<file path="src/rtl/pwm_bank_pkg.sv">
package pwm_bank_pkg;

    // Shared sizing of the PWM bank.
    localparam int NUM_CH    = 4;   // number of channels
    localparam int CNT_W     = 16;  // width of the timebase and duty fields
    localparam int PSC_W     = 2;   // width of one prescale code
    localparam int PSC_STEP  = 3;   // each code step multiplies the divider by 2**PSC_STEP
    localparam int ADDR_W    = 8;   // byte address width
    localparam int DATA_W    = 32;  // bus data width (equals 2*CNT_W)

    // One channel configuration word: duty in the upper half, timebase in the lower.
    typedef struct packed {
        logic [CNT_W-1:0] duty;
        logic [CNT_W-1:0] tb;
    } chan_cfg_t;

endpackage

</file>
<file path="src/rtl/pwm_prescaler.sv">
// Clock prescaler: emits one tick every 2**(PSC_STEP*code) clocks while run is high.
module pwm_prescaler #(
    parameter int PSC_W    = 2,
    parameter int PSC_STEP = 3
) (
    input  logic             clk,
    input  logic             rst_n,
    input  logic             run,
    input  logic [PSC_W-1:0] code,
    output logic             tick
);
    localparam int PRE_W = PSC_STEP * ((1 << PSC_W) - 1);

    typedef struct packed {
        logic [PRE_W-1:0] cnt;
    } pre_state_t;

    pre_state_t s_d, s_q;
    logic [PRE_W:0]   span;
    logic [PRE_W-1:0] limit;

    always_comb begin
        span  = {{PRE_W{1'b0}}, 1'b1} << (PSC_STEP * int'(code));
        limit = span[PRE_W-1:0] - PRE_W'(1);
        tick  = run && (s_q.cnt == limit);
        s_d   = s_q;
        if (!run || tick) begin
            s_d.cnt = '0;
        end else begin
            s_d.cnt = s_q.cnt + PRE_W'(1);
        end
    end

    always_ff @(posedge clk or negedge rst_n) begin
        if (!rst_n) begin
            s_q <= '0;
        end else begin
            s_q <= s_d;
        end
    end

endmodule

</file>
<file path="src/rtl/pwm_channel.sv">
// One PWM channel: holds the active settings, steps through a period, and
// takes new settings only when a period ends.
module pwm_channel
    import pwm_bank_pkg::*;
#(
    parameter int CH_CNT_W    = CNT_W,
    parameter int CH_PSC_W    = PSC_W,
    parameter int CH_PSC_STEP = PSC_STEP
) (
    input  logic                clk,
    input  logic                rst_n,
    input  logic                en,
    input  logic [CH_PSC_W-1:0] psc_code,
    input  chan_cfg_t           cfg,
    output logic                pwm
);
    typedef struct packed {
        logic                running;
        logic [CH_CNT_W-1:0] step;
        chan_cfg_t           act;
        logic [CH_PSC_W-1:0] act_psc;
    } ch_state_t;

    ch_state_t s_d, s_q;
    logic      tick;
    logic      last_step;

    pwm_prescaler #(
        .PSC_W    (CH_PSC_W),
        .PSC_STEP (CH_PSC_STEP)
    ) u_pre (
        .clk   (clk),
        .rst_n (rst_n),
        .run   (s_q.running),
        .code  (s_q.act_psc),
        .tick  (tick)
    );

    always_comb begin
        s_d       = s_q;
        last_step = (s_q.act.tb <= CH_CNT_W'(1)) ||
                    (s_q.step >= s_q.act.tb - CH_CNT_W'(1));
        if (!en) begin
            // Stopped: clear the counters and keep tracking the live settings.
            s_d.running = 1'b0;
            s_d.step    = '0;
            s_d.act     = cfg;
            s_d.act_psc = psc_code;
        end else if (!s_q.running) begin
            // First cycle with the run bit set: start a period at step 0.
            s_d.running = 1'b1;
            s_d.step    = '0;
            s_d.act     = cfg;
            s_d.act_psc = psc_code;
        end else if (tick) begin
            if (last_step) begin
                // Period boundary: the only point where new settings are taken.
                s_d.step    = '0;
                s_d.act     = cfg;
                s_d.act_psc = psc_code;
            end else begin
                s_d.step = s_q.step + CH_CNT_W'(1);
            end
        end
    end

    always_ff @(posedge clk or negedge rst_n) begin
        if (!rst_n) begin
            s_q <= '0;
        end else begin
            s_q <= s_d;
        end
    end

    assign pwm = s_q.running && (s_q.act.tb != '0) && (s_q.step < s_q.act.duty);

endmodule

</file>
<file path="src/rtl/pwm_regfile.sv">
// Register file: one control word and one configuration word per channel.
module pwm_regfile
    import pwm_bank_pkg::*;
#(
    parameter int RF_NUM_CH = NUM_CH,
    parameter int RF_PSC_W  = PSC_W,
    parameter int RF_ADDR_W = ADDR_W,
    parameter int RF_DATA_W = DATA_W
) (
    input  logic                          clk,
    input  logic                          rst_n,
    input  logic [RF_ADDR_W-1:0]          bus_addr,
    input  logic                          bus_wr,
    input  logic [RF_DATA_W-1:0]          bus_wdata,
    output logic [RF_DATA_W-1:0]          bus_rdata,
    output logic [RF_NUM_CH-1:0]          ch_en,
    output logic [RF_NUM_CH*RF_PSC_W-1:0] ch_psc,
    output chan_cfg_t [RF_NUM_CH-1:0]     ch_cfg
);
    localparam int CTRL_W     = RF_NUM_CH + RF_NUM_CH * RF_PSC_W;
    localparam int CFG_BASE   = 4;
    localparam int CFG_STRIDE = 4;

    typedef struct packed {
        logic [CTRL_W-1:0]            ctrl;
        chan_cfg_t [RF_NUM_CH-1:0]    cfg;
    } rf_state_t;

    rf_state_t s_d, s_q;

    always_comb begin
        s_d       = s_q;
        bus_rdata = '0;
        if (bus_addr == '0) begin
            bus_rdata = RF_DATA_W'(s_q.ctrl);
        end
        for (int n = 0; n < RF_NUM_CH; n++) begin
            if (bus_addr == RF_ADDR_W'(CFG_BASE + CFG_STRIDE * n)) begin
                bus_rdata = s_q.cfg[n];
            end
        end
        if (bus_wr) begin
            if (bus_addr == '0) begin
                s_d.ctrl = bus_wdata[CTRL_W-1:0];
            end
            for (int n = 0; n < RF_NUM_CH; n++) begin
                if (bus_addr == RF_ADDR_W'(CFG_BASE + CFG_STRIDE * n)) begin
                    s_d.cfg[n] = bus_wdata;
                end
            end
        end
    end

    always_ff @(posedge clk or negedge rst_n) begin
        if (!rst_n) begin
            s_q <= '0;
        end else begin
            s_q <= s_d;
        end
    end

    assign ch_en  = s_q.ctrl[RF_NUM_CH-1:0];
    assign ch_psc = s_q.ctrl[CTRL_W-1:RF_NUM_CH];
    assign ch_cfg = s_q.cfg;

endmodule

</file>
<file path="src/rtl/pwm_bank.sv">
// Top level: register file plus one PWM channel per output.
module pwm_bank
    import pwm_bank_pkg::*;
#(
    parameter int NCH  = NUM_CH,
    parameter int AW   = ADDR_W,
    parameter int DW   = DATA_W
) (
    input  logic          clk,
    input  logic          rst_n,
    input  logic [AW-1:0] bus_addr,
    input  logic          bus_wr,
    input  logic [DW-1:0] bus_wdata,
    output logic [DW-1:0] bus_rdata,
    output logic [NCH-1:0] pwm_out
);
    logic [NCH-1:0]       ch_en;
    logic [NCH*PSC_W-1:0] ch_psc;
    chan_cfg_t [NCH-1:0]  ch_cfg;

    pwm_regfile #(
        .RF_NUM_CH (NCH),
        .RF_PSC_W  (PSC_W),
        .RF_ADDR_W (AW),
        .RF_DATA_W (DW)
    ) u_regs (
        .clk       (clk),
        .rst_n     (rst_n),
        .bus_addr  (bus_addr),
        .bus_wr    (bus_wr),
        .bus_wdata (bus_wdata),
        .bus_rdata (bus_rdata),
        .ch_en     (ch_en),
        .ch_psc    (ch_psc),
        .ch_cfg    (ch_cfg)
    );

    for (genvar n = 0; n < NCH; n++) begin : g_ch
        pwm_channel #(
            .CH_CNT_W    (CNT_W),
            .CH_PSC_W    (PSC_W),
            .CH_PSC_STEP (PSC_STEP)
        ) u_ch (
            .clk      (clk),
            .rst_n    (rst_n),
            .en       (ch_en[n]),
            .psc_code (ch_psc[n*PSC_W +: PSC_W]),
            .cfg      (ch_cfg[n]),
            .pwm      (pwm_out[n])
        );
    end

endmodule

</file>
<file path="config.mk">
export PLATFORM = sky130hd
export DESIGN_NAME = pwm_bank
export DESIGN_NICKNAME = d
export VERILOG_FILES = /design/src/rtl/pwm_bank_pkg.sv /design/src/rtl/pwm_prescaler.sv /design/src/rtl/pwm_channel.sv /design/src/rtl/pwm_regfile.sv /design/src/rtl/pwm_bank.sv
export SDC_FILE = /design/constraint.sdc
export NUM_CORES = 1
export LEC_CHECK = 0
export BUFFER_PORTS_ARGS = -buffer_cell sky130_fd_sc_hd__buf_2
export CAP_MARGIN = 10
export CORE_ASPECT_RATIO = 1.75
export CORE_UTILIZATION = 50
export DETAILED_ROUTE_END_ITERATION = 12
export PLACE_DENSITY = 0.67
export SETUP_SLACK_MARGIN = 0.3
export SYNTH_ARGS = -nofsm -noshare
export SYNTH_HDL_FRONTEND = slang
export SYNTH_SLANG_ARGS = --single-unit
</file>
<file path="constraint.sdc">
create_clock -name clk -period 7.88 [get_ports clk]
set_input_delay 1.576 -clock clk [delete_from_list [all_inputs] [get_ports clk]]
set_output_delay 1.576 -clock clk [all_outputs]
set_load 0.01 [all_outputs]
</file>
* Word-level counts from Yosys, hierarchy flattened
Index checks and enable logic that the tools add are counted.
** Operators by class
- $lt $le $gt $ge :: 12
- $add $sub $neg :: 16
- Equal/unequal tests :: 16
- Multiply operators :: 4
- Mux-type cells :: 29
- Reduce and logical (&&, ||, !) cells :: 38
- Shifts and indexed selects :: 4
** Operator list (count)
- $mux W50 :: 8
- $mux W51 :: 4
- $mux W34 :: 4
- $mux W32 :: 4
- $shl A1 B32 Y9 const A :: 4
- $add A16 B1 Y16 const B :: 4
- $ge A16 B16 Y1 :: 4
- $le A16 B1 Y1 const B :: 4
- $lt A16 B16 Y1 :: 4
- $mux W16 :: 4
- $reduce_bool A16 Y1 :: 4
- $sub A16 B1 Y16 const B :: 4
- $add A9 B1 Y9 const B :: 4
- $eq A9 B9 Y1 :: 4
- $mux W9 :: 4
- $sub A9 B1 Y9 const B :: 4
- $ne A3 B3 Y1 const B :: 8
- $reduce_and A2 Y1 :: 9
- $eq A8 B4 Y1 const B :: 2
- $mul A2 B2 Y4 const A :: 4
- $logic_and A1 B1 Y1 :: 12
- $mux W12 :: 1
- $eq A8 B3 Y1 const B :: 1
- $eq A8 B5 Y1 const B :: 1
- 3 further kinds :: 13
** Storage, ports and cells
- Bits of input ports :: 43
- Register bits :: 380
- Logic and storage cells :: 152
- Output and inout bits :: 36

* Longest topological paths before layout
Gate-level depths: netlist of run 1.
- Word-level depth :: 8
- Mapped depth :: 14
- Depth with buffers taken out :: 12

* By module
From an unflattened synthesis of run 1, not the netlist that was laid out.
** Unflattened totals
- Cells, all modules :: 1880
- Area, all modules :: 21275.4 µm²
** Modules (own cells, without submodules)
- pwm_channel (g_ch[0].u_ch ...) :: area each 3101.7 µm², cells each 289, instances 3, sequential area each 1276.2 µm²
- pwm_regfile :: area each 6746.5 µm², cells each 515, instances 1, sequential area each 3503.4 µm²
- pwm_channel (g_ch[2].u_ch) :: area each 3116.7 µm², cells each 286, instances 1, sequential area each 1276.2 µm²
- pwm_prescaler :: area each 526.8 µm², cells each 53, instances 4, sequential area each 225.2 µm²

* Worst setup path after synthesis of run 1
Ideal clock, no wire load.
- Kind :: input to output
- From :: input port bus_addr[1]
- To :: output port bus_rdata[10]
- Data required time :: 6304 ps
- Path slack :: 3014 ps
- Cell stages on the path :: 7
- Data arrival time :: 3290 ps
- Cell sequence :: or4_1 -> nor2_1 -> nand2_1 -> nor3b_2 -> clkbuf_1 -> a22oi_1 -> a31oi_1
** On the way
- Word-level cells in the longest chain between the ends :: 6
** Ends and longest elaborated chain
- start: declaration :: RTL line pwm_bank.sv:11 : input logic [AW-1:0] bus_addr,
- $logic_not A8 Y1 :: RTL line pwm_regfile.sv:34 : if (bus_addr == '0) begin
- $mux W12 :: RTL line pwm_regfile.sv:34
- $mux W32 (3 in series) :: RTL line pwm_regfile.sv:38 : if (bus_addr == RF_ADDR_W'(CFG_BASE + CFG_STRIDE * n)) begin
- $mux W32 (*) :: RTL line pwm_regfile.sv:38
- end: declaration :: RTL line pwm_bank.sv:14 : output logic [DW-1:0] bus_rdata,
Every way passes the cells marked *; elsewhere a longest branch is shown, timed or not.

* Worst setup path after layout of run 1
Ends and elaborated chain as after synthesis.

==> reports/qor.csv, run 1 <==
stage;metric;value;unit
route;WL met1;20.96;mm
clock_tree;# resized after CTS;0;
placed_design;final RePlAce weighted congestion;0.8998;
clock_tree;CTS tree;yes;
placed_design;Port Buffer Count;78;
sta;Slew Limit Headroom;23.77;%
clock_tree;worst skew pair latency;550;ps
placed_design;post-DP HPWL;42.98;mm
sta;Clock Skew;12.73;ps
route;Met3 Routed Length;1.843;mm
floorplanning;# rows;99;
placed_design;placed insts;2475;
min_path;worst hold path type;reg -> reg;
clock_tree;Sink Count;380;
logic_synthesis;Syn Inst Count;1892;
floorplanning;Starting Density;50.57;%
grt;grt ovf;0;
route;DR DRC count;0;
clock_tree;Setup Buffers After CTS;0;
route;post-DR wirelength/cell;22.20;um
grt;vias in the first global route;15655;
status;status;finished, final reports clean;
clock_tree;number of H-tree levels;2;
route;Vias;15205;
setup_path;FF-to-FF path depth;12;
logic_synthesis;commonest register cell after synthesis;dfrtp_1;
final_layout;Multi-input gate area;0.01087;sq mm
sta;RSZ-0062 raised after global routing;false;
final_layout;Final Instance Count excl. Fillers;2543;
sta;Hold Vio Cnt, Final;0;
setup_path;critical path type;in -> out;
sta;Tmin final;6398;ps
route;vias per cell;5.979;
route;routed length on met2;30.25;mm
logic_synthesis;Post-Syn Nets;2079;
logic_synthesis;asr flop ratio synth;100.0;%
logic_synthesis;sequential area share after synthesis;45.18;%
setup_path;arrival time at the worst endpoint;4820;ps
logic_synthesis;Yosys reg bits;380;
final_layout;layout cell share with drive strength beyond 1;22.05;%
route;Initial DRC Count;717;
setup_path;CP endpoint kind;primary output;
final_layout;register area;0.009509;sq mm
final_layout;Fillers;3620;
floorplanning;chip height;273.4;um
logic_synthesis;synth warn;0;
sta;final-report setup violation count;0;
sta;Sum Neg Setup Slack;0;ps
final_layout;most common cell after layout, fill and taps aside;dfrtp_1;
setup_path;Crit Path Max Fanout;22;
floorplanning;die area;0.04295;sq mm
route;post-route ant nets;0;
grt;pin count of the biggest net entering global routing;166;
min_path;Hold Crit Depth;1;
sta;f_max;156.3;MHz
power;worst vdd ir;0.0001356;V
logic_synthesis;Mean Syn Cell Area;11.12;sq um
clock_tree;total CTS buffers;37;
clock_tree;clock-pin slew on the worst setup and hold paths;60;ps
floorplanning;core area;0.04162;sq mm
final_layout;Area Overhead vs Synth;10.64;%
logic_synthesis;Post-Synthesis Cell Area;0.02105;sq mm
setup_path;Critical Path RT;6300;ps
clock_tree;clock root buffer;clkbuf_16;
sta;crit share post-route;81.19;%
floorplanning;count of boundary I/O pins;79;
grt;first-pass GRT wire length;88.58;mm
logic_synthesis;Yosys cell types;76;
setup_path;type of origin of the critical path;input pin;
final_layout;fin nets;2146;
floorplanning;Die Wd;157.1;um
clock_tree;hold buffer count at CTS;0;
clock_tree;Max Root-Sink Buffers;3;
sta;Worst Max-Slew Pin Slew;1139;ps
sta;Final Slew Violations;0;
power;Pwr Density;196.2;mW/mm^2
route;total wire length;56.47;mm
grt;antenna violations before repair;2;
power;static leakage;11.29;nW
final_layout;most frequent cells in the layout;dfrtp_1, mux2_2, ha_1;
route;Top Metal Used;met4;
logic_synthesis;EDFF count, synth;0;
grt;gr usage total;27.24;%
route;1st-pass router iterations;5;
job;max-cap violations;0;
registers in the layout, indices dropped and copies added (netlist names):
register	flops
u_regs.ch_psc	8
u_regs.ch_en	4
u_regs.ch_cfg	128
g_ch.u_ch.s_q	204
g_ch.u_ch.u_pre.s_q	36
per-stage QoR:
stage | hold WS (ps) | power, mW | worst slack [ps] | util [%] | instance area [sq um]
5_1_grt | 511.9 | 4.738 | 1382 | 55.95 | 23280
2_1_floorplan | 390.0 | 2.473 | 3014 | - | 21050
4_1_cts | 490.0 | 4.608 | 1498 | 55.93 | 23280
3_5_place_dp | 475.2 | 2.677 | 1499 | 52.79 | 21970
3_3_place_gp | 464.6 | 2.655 | 1571 | 52.79 | 21970
6_report | 485.3 | 4.569 | 1482 | 55.95 | 23280
routing by layer:
metal / vias up / GRT usage, %
met2: 370 / 50.69
met4: 0 / 16.30
li1: 7084 / -
met1: 7596 / 29.35
met3: 155 / 2.802
met5: - / 0
critical path, cell delays in order:
cell,delay (ps)
buf_2,120
or4_1,620
nor2_1,300
nand2_1,500
nor2_1,940
a22oi_1,210
a31oi_1,360
buf_2,200
cell usage after synthesis, types with 28 or more instances:
cell | instances | area share (%)
dfrtp_1 | 380 | 45
mux2_2 | 230 | 12
ha_1 | 144 | 8.6
nor2_1 | 110 | 2.0
inv_1 | 93 | 1.7
nand2_1 | 93 | 1.7
nand3_1 | 90 | 2.1
o21ai_0 | 77 | 1.8
xnor2_1 | 59 | 2.5
a22oi_1 | 44 | 1.6
nor3_1 | 40 | 0.95
mux2_1 | 37 | 2.0
and3_1 | 34 | 1.0
clkbuf_1 | 34 | 0.61
xor2_1 | 31 | 1.3
mux2_4 | 30 | 2.1
nand4_1 | 29 | 0.86
a31oi_1 | 28 | 0.83
layout make-up:
| cell class | count | share of cell area [%] |
|---|---|---|
| antenna | 2 | 0.02149 |
| timing repair buffer | 95 | 2.375 |
| clock inverter | 20 | 1.145 |
| inverter | 93 | 1.499 |
| multi-input combinational | 1352 | 46.66 |
| sequential | 380 | 40.84 |
| tap | 555 | 2.982 |
| clock buffer | 46 | 4.476 |
path summary, 6_finish.rpt:
| path | startpoint | endpoint | slack [ps] |
|---|---|---|---|
| max | bus_addr[1] | bus_rdata[10] | 1480 |
| min in group asynchronous | rst_n | g_ch[3].u_ch.s_q[44]$_DFFE_PN0P_ | 1020 |
| max in group asynchronous | rst_n | g_ch[0].u_ch.s_q[11]$_DFFE_PN0P_ | 5500 |
| min reg2reg | g_ch[1].u_ch.s_q[25]$_DFFE_PN0P_ | g_ch[1].u_ch.s_q[25]$_DFFE_PN0P_ | 490 |
| min | g_ch[1].u_ch.s_q[25]$_DFFE_PN0P_ | g_ch[1].u_ch.s_q[25]$_DFFE_PN0P_ | 490 |
| max reg2reg | g_ch[0].u_ch.s_q[4]$_DFFE_PN0P_ | g_ch[0].u_ch.s_q[26]$_DFFE_PN0P_ | 3210 |
kinds of logic after synthesis:
| logic type | after synthesis | share of synthesized area (%) |
|---|---|---|
| xor gates and xnor gates | 90 | 3.746 |
| adders and majority gates | 144 | 8.561 |
| DFF | 380 | 45.18 |
| AOI/OAI and AO/OA | 327 | 11.03 |
| muxes | 301 | 16.62 |
| buffers and inverters | 160 | 3.252 |
| and+or+nand+nor | 490 | 11.61 |
report_power, final:
group          leakage, nW  switching [mW]  internal [mW]
sequential            5.26          0.0797           2.02
clock                0.646           0.787           1.14
combinational         5.38           0.307          0.235
total                 11.3            1.17           3.40
Note: power is estimated with default switching activity, not from simulation.
==> run 2: changes to the inputs <==
==> constraint.sdc (replaced) <==
create_clock -name clk -period 6.5 [get_ports clk]
set_input_delay 1.3 -clock clk [delete_from_list [all_inputs] [get_ports clk]]
set_output_delay 1.3 -clock clk [all_outputs]
set_load 0.01 [all_outputs]
==> run 2 against run 1 <==
Largest power group unchanged; utilization is 0.13 points higher; first-iteration DRC count is 4.6% higher; via count is 0.67% higher; die area stayed put; clock skew is 0.84 ps higher; critical endpoint is now bus_rdata[11]; largest cell class unchanged.
==> reports/qor.csv, run 2 (same netlist as run 1, synthesis figures left out) <==
stage;metric;value;unit;change
status;status;finished, final reports clean;;unchanged
route;Initial DRC Count;750;;was 717
final_layout;Area Overhead vs Synth;10.90;%;was 10.64%
final_layout;most frequent cells in the layout;dfrtp_1, mux2_2, ha_1;;unchanged
final_layout;largest register by flop count;g_ch.u_ch.s_q;;unchanged
route;Vias;15307;;was 15205
clock_tree;worst skew pair latency;540;ps;was 550 ps
min_path;worst hold path type;reg -> reg;;unchanged
sta;Sum Neg Setup Slack;0;ps;unchanged
setup_path;Crit path largest cell delay;600;ps;was 940 ps
final_layout;Final Instance Count excl. Fillers;2548;;was 2543
route;Top Metal Used;met5;;was met4
sta;Slew Limit Headroom;26.33;%;was 23.77%
clock_tree;number of H-tree levels;2;;unchanged
setup_path;worst-path cell chain;buf_2 > or4_1 > nor2_1 > nand2_1 > nor3b_2 > buf_4 > a22oi_1 > a31oi_1 > buf_2;;was buf_2 > or4_1 > nor2_1 > nand2_1 > nor2_1 > a22oi_1 > a31oi_1 > buf_2
placed_design;final RePlAce weighted congestion;0.9299;;was 0.8998
setup_path;type of origin of the critical path;input pin;;unchanged
floorplanning;Starting Density;50.57;%;unchanged
floorplanning;# rows;99;;unchanged
sta;final-report setup violation count;0;;unchanged
grt;antenna violations before repair;2;;unchanged
final_layout;max reg flops;204;;unchanged
grt;gr usage total;27.43;%;was 27.24%
clock_tree;Setup Buffers After CTS;0;;unchanged
job;max-cap violations;0;;unchanged
clock_tree;clock-pin slew on the worst setup and hold paths;70;ps;was 60 ps
clock_tree;CTS tree;yes;;unchanged
power;worst vdd ir;0.0001641;V;was 0.0001356 V
sta;Worst Max-Slew Pin Slew;1101;ps;was 1139 ps
setup_path;arrival time at the worst endpoint;4030;ps;was 4820 ps
route;vias per cell;6.007;;was 5.979
route;post-DR wirelength/cell;22.33;um;was 22.20 um
final_layout;layout cell share with drive strength beyond 1;22.19;%;was 22.05%
sta;f_max;187.7;MHz;
route;post-route ant nets;0;;unchanged
setup_path;CP endpoint kind;primary output;;unchanged
setup_path;Critical Path RT;5200;ps;was 6300 ps
grt;pin count of the biggest net entering global routing;122;;was 166
route;DR DRC count;0;;unchanged
setup_path;Crit Path Max Fanout;22;;unchanged
setup_path;most frequent CP cell;buf_2;;
sta;crit share post-route;81.97;%;
sta;Clock Skew;13.57;ps;was 12.73 ps
floorplanning;die area;0.04295;sq mm;unchanged
sta;Hold Vio Cnt, Final;0;;unchanged
sta;Tmin final;5328;ps;
clock_tree;total CTS buffers;37;;unchanged
sta;Final Slew Violations;0;;unchanged
placed_design;placed insts;2479;;was 2475
floorplanning;Die Wd;157.1;um;unchanged
floorplanning;chip height;273.4;um;unchanged
placed_design;post-DP HPWL;43.03;mm;was 42.98 mm
power;Pwr Density;238.6;mW/mm^2;was 196.2 mW/mm^2
sta;RSZ-0062 raised after global routing;false;;unchanged
floorplanning;count of boundary I/O pins;79;;unchanged
route;Met3 Routed Length;1.812;mm;was 1.843 mm
route;1st-pass router iterations;7;;was 5
clock_tree;Max Root-Sink Buffers;3;;unchanged
clock_tree;clock root buffer;clkbuf_16;;unchanged
route;routed length on met2;30.64;mm;was 30.25 mm
setup_path;critical path type;in -> out;;unchanged
grt;vias in the first global route;15855;;was 15655
clock_tree;Sink Count;380;;unchanged
clock_tree;# resized after CTS;0;;unchanged
clock_tree;hold buffer count at CTS;0;;unchanged
grt;grt ovf;0;;unchanged
final_layout;fin nets;2150;;was 2146
route;WL met1;21.21;mm;was 20.96 mm
placed_design;Port Buffer Count;78;;unchanged
power;total power;5.568;mW;was 4.569 mW
grt;first-pass GRT wire length;89.57;mm;was 88.58 mm
setup_path;Crit-path slowest cell;or4_1;;was nor2_1
route;total wire length;56.90;mm;was 56.47 mm
floorplanning;core area;0.04162;sq mm;unchanged
final_layout;most common cell after layout, fill and taps aside;dfrtp_1;;unchanged
power;static leakage;11.31;nW;was 11.29 nW
-- run 2: path summary, 6_finish.rpt --
path	cells after the start	slack (ps)	startpoint	end
worst max-delay path	9	1170	bus_addr[1]	bus_rdata[11]
worst min-delay path	0	470	u_regs.ch_en[1]$_DFFE_PN0P_	g_ch[1].u_ch.s_q[50]$_DFF_PN0_
worst max register to register	13	2080	g_ch[0].u_ch.s_q[4]$_DFFE_PN0P_	g_ch[0].u_ch.s_q[5]$_DFFE_PN0P_
worst min register to register	0	470	u_regs.ch_en[1]$_DFFE_PN0P_	g_ch[1].u_ch.s_q[50]$_DFF_PN0_
max in group asynchronous	2	4330	rst_n	u_regs.ch_cfg[10]$_DFFE_PN0P_
min in group asynchronous	1	770	rst_n	g_ch[3].u_ch.s_q[46]$_DFFE_PN0P_
-- run 2: worst max-delay path: cells and delay by family --
kind                   cells  cell delay (ps)
buffers and inverters      3              550
and+or+nand+nor            4             1730
AOI/OAI and AO/OA          2              420
-- run 2: report_power, final --
part	leakage, nW	total (mW)	internal (mW)	switching [mW]
sequential	5.26	2.55	2.45	0.0982
clock	0.647	2.36	1.41	0.954
combinational	5.40	0.657	0.283	0.374
total	11.3	5.57	4.14	1.43
-- run 2: cell type report --
class	instances	area (sq um)
Antenna cell	1	2.502
Clock buffer	50	1077
Clock inverter	18	257.7
Fill cell	3602	18280
Inverter	93	349.1
Multi-Input combinational cell	1352	10870
Sequential cell	380	9509
Tap cell	555	694.4
Timing Repair Buffer	99	583.1
-- run 2: through the flow --
| stage | worst slack [ps] | hold WS (ps) | instance area, sq um | util (%) |
|---|---|---|---|---|
| global placement | 1236 | 464.8 | 22000 | 52.86 |
| global route | 1066 | 493.4 | 23340 | 56.08 |
| floorplan | 2186 | 390.0 | 21050 | - |
| CTS | 1193 | 474.1 | 23340 | 56.07 |
| finish | 1172 | 470.9 | 23340 | 56.08 |
| detailed placement | 1193 | 457.7 | 22000 | 52.86 |
-- run 2: layer usage --
layer	vias to the layer above	global-route usage, %
met4	2	15.02
met2	364	51.33
met1	7703	29.67
met3	147	3.103
li1	7091	-
met5	-	0
==> run 3: changes to the inputs <==
==> constraint.sdc (replaced) <==
create_clock -name clk -period 5.45 [get_ports clk]
set_input_delay 1.09 -clock clk [delete_from_list [all_inputs] [get_ports clk]]
set_output_delay 1.09 -clock clk [all_outputs]
set_load 0.01 [all_outputs]
==> run 3 against run 2 <==
Die area unchanged; utilization increased by 0.21 points; combinational power increased by 19%; clock power increased by 23%; cell count increased by 0.27%; critical path depth decreased by 2; clock skew increased by 9.4 ps; clock-buffer cell count decreased by 1; first-iteration DRC count increased by 4.9%; sequential share of layout area decreased by 0.15 points.
==> reports/qor.csv, run 3 (same netlist as run 1, synthesis figures left out) <==
stage;metric;value;unit;change
floorplanning;chip height;273.4;um;unchanged
placed_design;placed insts;2484;;was 2479
route;vias per cell;6.029;;was 6.007
sta;Worst Max-Slew Pin Slew;1125;ps;was 1101 ps
setup_path;worst-path cell chain;buf_2 > or4_1 > nor2_1 > and3_1 > a22oi_1 > a31oi_1 > buf_2;;was buf_2 > or4_1 > nor2_1 > nand2_1 > nor3b_2 > buf_4 > a22oi_1 > a31oi_1 > buf_2
power;Pwr Density;287.2;mW/mm^2;was 238.6 mW/mm^2
route;post-route ant nets;0;;unchanged
clock_tree;Sink Count;380;;unchanged
setup_path;CP endpoint kind;primary output;;unchanged
status;status;finished, final reports clean;;unchanged
floorplanning;count of boundary I/O pins;79;;unchanged
final_layout;layout cell share with drive strength beyond 1;22.61;%;was 22.19%
power;worst vdd ir;0.0002470;V;was 0.0001641 V
clock_tree;clock root buffer;clkbuf_16;;unchanged
setup_path;critical path type;in -> out;;unchanged
clock_tree;number of H-tree levels;2;;unchanged
setup_path;Crit-path slowest cell;or4_1;;unchanged
final_layout;largest register by flop count;g_ch.u_ch.s_q;;unchanged
setup_path;worst r2r dst;g_ch[0].u_ch.s_q[31]$_DFFE_PN0P_;;was g_ch[0].u_ch.s_q[5]$_DFFE_PN0P_
sta;Hold Vio Cnt, Final;0;;unchanged
grt;antenna violations before repair;3;;was 2
final_layout;fin area;0.02343;sq mm;was 0.02334 sq mm
sta;Sum Neg Setup Slack;0;ps;unchanged
final_layout;fin nets;2156;;was 2150
placed_design;placed inst area;0.02204;sq mm;was 0.02200 sq mm
placed_design;setup slack at placement;894.2;ps;was 1193 ps
min_path;Hold Crit Depth;0;;unchanged
placed_design;Port Buffer Count;78;;unchanged
setup_path;arrival time at the worst endpoint;3510;ps;was 4030 ps
setup_path;FF-to-FF path depth;12;;was 13
setup_path;Worst R2R Start;g_ch[0].u_ch.s_q[4]$_DFFE_PN0P_;;unchanged
grt;vias in the first global route;15947;;was 15855
clock_tree;CTS tree;yes;;unchanged
sta;RSZ-0062 raised after global routing;false;;unchanged
sta;Tmin final;4600;ps;
min_path;min-delay src;u_regs.ch_en[1]$_DFFE_PN0P_;;unchanged
clock_tree;# resized after CTS;0;;unchanged
grt;pin count of the biggest net entering global routing;122;;unchanged
route;1st-pass router iterations;8;;was 7
sta;Worst Setup Slack, final;850.5;ps;was 1172 ps
sta;crit share post-route;84.39;%;
min_path;worst hold path type;reg -> reg;;unchanged
job;max-cap violations;0;;unchanged
floorplanning;die area;0.04295;sq mm;unchanged
power;static leakage;11.36;nW;was 11.31 nW
min_path;Worst Hold Endpoint;g_ch[1].u_ch.s_q[50]$_DFF_PN0_;;unchanged
grt;first-pass GRT wire length;90.82;mm;was 89.57 mm
route;total wire length;57.78;mm;was 56.90 mm
route;post-DR wirelength/cell;22.61;um;was 22.33 um
final_layout;most common cell after layout, fill and taps aside;dfrtp_1;;unchanged
floorplanning;Die Wd;157.1;um;unchanged
sta;f_max;217.4;MHz;
grt;grt ovf;0;;unchanged
clock_tree;Max Root-Sink Buffers;3;;unchanged
sta;Slew Limit Headroom;24.73;%;was 26.33%
placed_design;final RePlAce weighted congestion;0.9668;;was 0.9299
setup_path;type of origin of the critical path;input pin;;unchanged
sta;final hold slack;449.3;ps;was 470.9 ps
route;DR DRC count;0;;unchanged
setup_path;CP Buf/Inv Count;2;;was 3
route;Vias;15404;;was 15307
final_layout;Final Instance Count excl. Fillers;2555;;was 2548
clock_tree;clock-pin slew on the worst setup and hold paths;70;ps;about the same
route;Initial DRC Count;787;;was 750
setup_path;Crit Path Max Fanout;13;;was 22
floorplanning;# rows;99;;unchanged
final_layout;most frequent cells in the layout;dfrtp_1, mux2_2, ha_1;;unchanged
clock_tree;worst skew pair latency;560;ps;was 540 ps
floorplanning;Starting Density;50.57;%;unchanged
setup_path;most frequent CP cell;buf_2;;unchanged
setup_path;FF-to-FF setup slack;1020;ps;was 2080 ps
setup_path;CP delay by family, top;simple AND/OR/NAND/NOR gates;;unchanged
setup_path;Crit path largest cell delay;630;ps;was 600 ps
clock_tree;hold buffer count at CTS;0;;unchanged
placed_design;post-DP HPWL;43.63;mm;was 43.03 mm
final_layout;max reg flops;204;;unchanged
sta;final-report setup violation count;0;;unchanged
setup_path;Critical Path RT;4360;ps;was 5200 ps
floorplanning;core area;0.04162;sq mm;unchanged
clock_tree;Setup Buffers After CTS;0;;unchanged
sta;Final Slew Violations;0;;unchanged
final_layout;Area Overhead vs Synth;11.31;%;was 10.90%
sta;Clock Skew;22.98;ps;was 13.57 ps
clock_tree;total CTS buffers;38;;was 37
grt;gr usage total;27.85;%;was 27.43%
==> run 3: cell count changes in the layout (fill, tap and decap cells not counted) <==
cell	change
clkbuf_1	-3
buf_4	+5
clkinv_8	+2
inv_6	+3
clkbuf_16	-1
clkbuf_8	+3
clkinvlp_4	-2
==> run 3: worst max path at each step <==
| stage | startpoint | endpoint | slack (ps) | depth (start not counted) |
|---|---|---|---|---|
| after detailed placement | bus_addr[1] | bus_rdata[0] | 890 | 7 |
| after global placement | bus_addr[1] | bus_rdata[10] | 960 | 7 |
| after CTS | bus_addr[1] | bus_rdata[0] | 890 | 7 |
| after floorplan | bus_addr[1] | bus_rdata[10] | 1560 | 7 |
| after global routing | bus_addr[1] | bus_rdata[11] | 740 | 7 |
| final | bus_addr[1] | bus_rdata[0] | 850 | 7 |
==> run 3: cell type report <==
class / count / area, sq um
inverter: 93 / 349.1
fill: 3618 / 18200
antenna: 1 / 2.502
multi-input combinational: 1352 / 10870
clock buffer: 49 / 1082
sequential: 380 / 9509
tap: 555 / 694.4
timing repair buffer: 104 / 620.6
clock inverter: 21 / 301.5
==> run 3: power by group <==
group / internal (mW) / switching (mW) / total, mW
Clock: 1.71 / 1.20 / 2.91
Sequential: 2.92 / 0.116 / 3.04
Combinational: 0.339 / 0.444 / 0.783
==> run 3: metrics by stage <==
stage | total power [mW] | utilization (%)
after global routing | 6.974 | 56.28
final | 6.728 | 56.28
after floorplan | 3.576 | -
after CTS | 6.774 | 56.28
after detailed placement | 3.872 | 52.95
after global placement | 3.840 | 52.95
==> run 3: layer usage <==
layer / part of all wire, % / track usage [%] / vias up / routed length (um)
met5: 0.054 / 0 / - / 31
met4: 5.5 / 14.90 / 4 / 3187
met3: 2.9 / 3.198 / 148 / 1655
met2: 54 / 52.12 / 317 / 31340
met1: 37 / 30.25 / 7839 / 21560
li1: - / - / 7096 / -
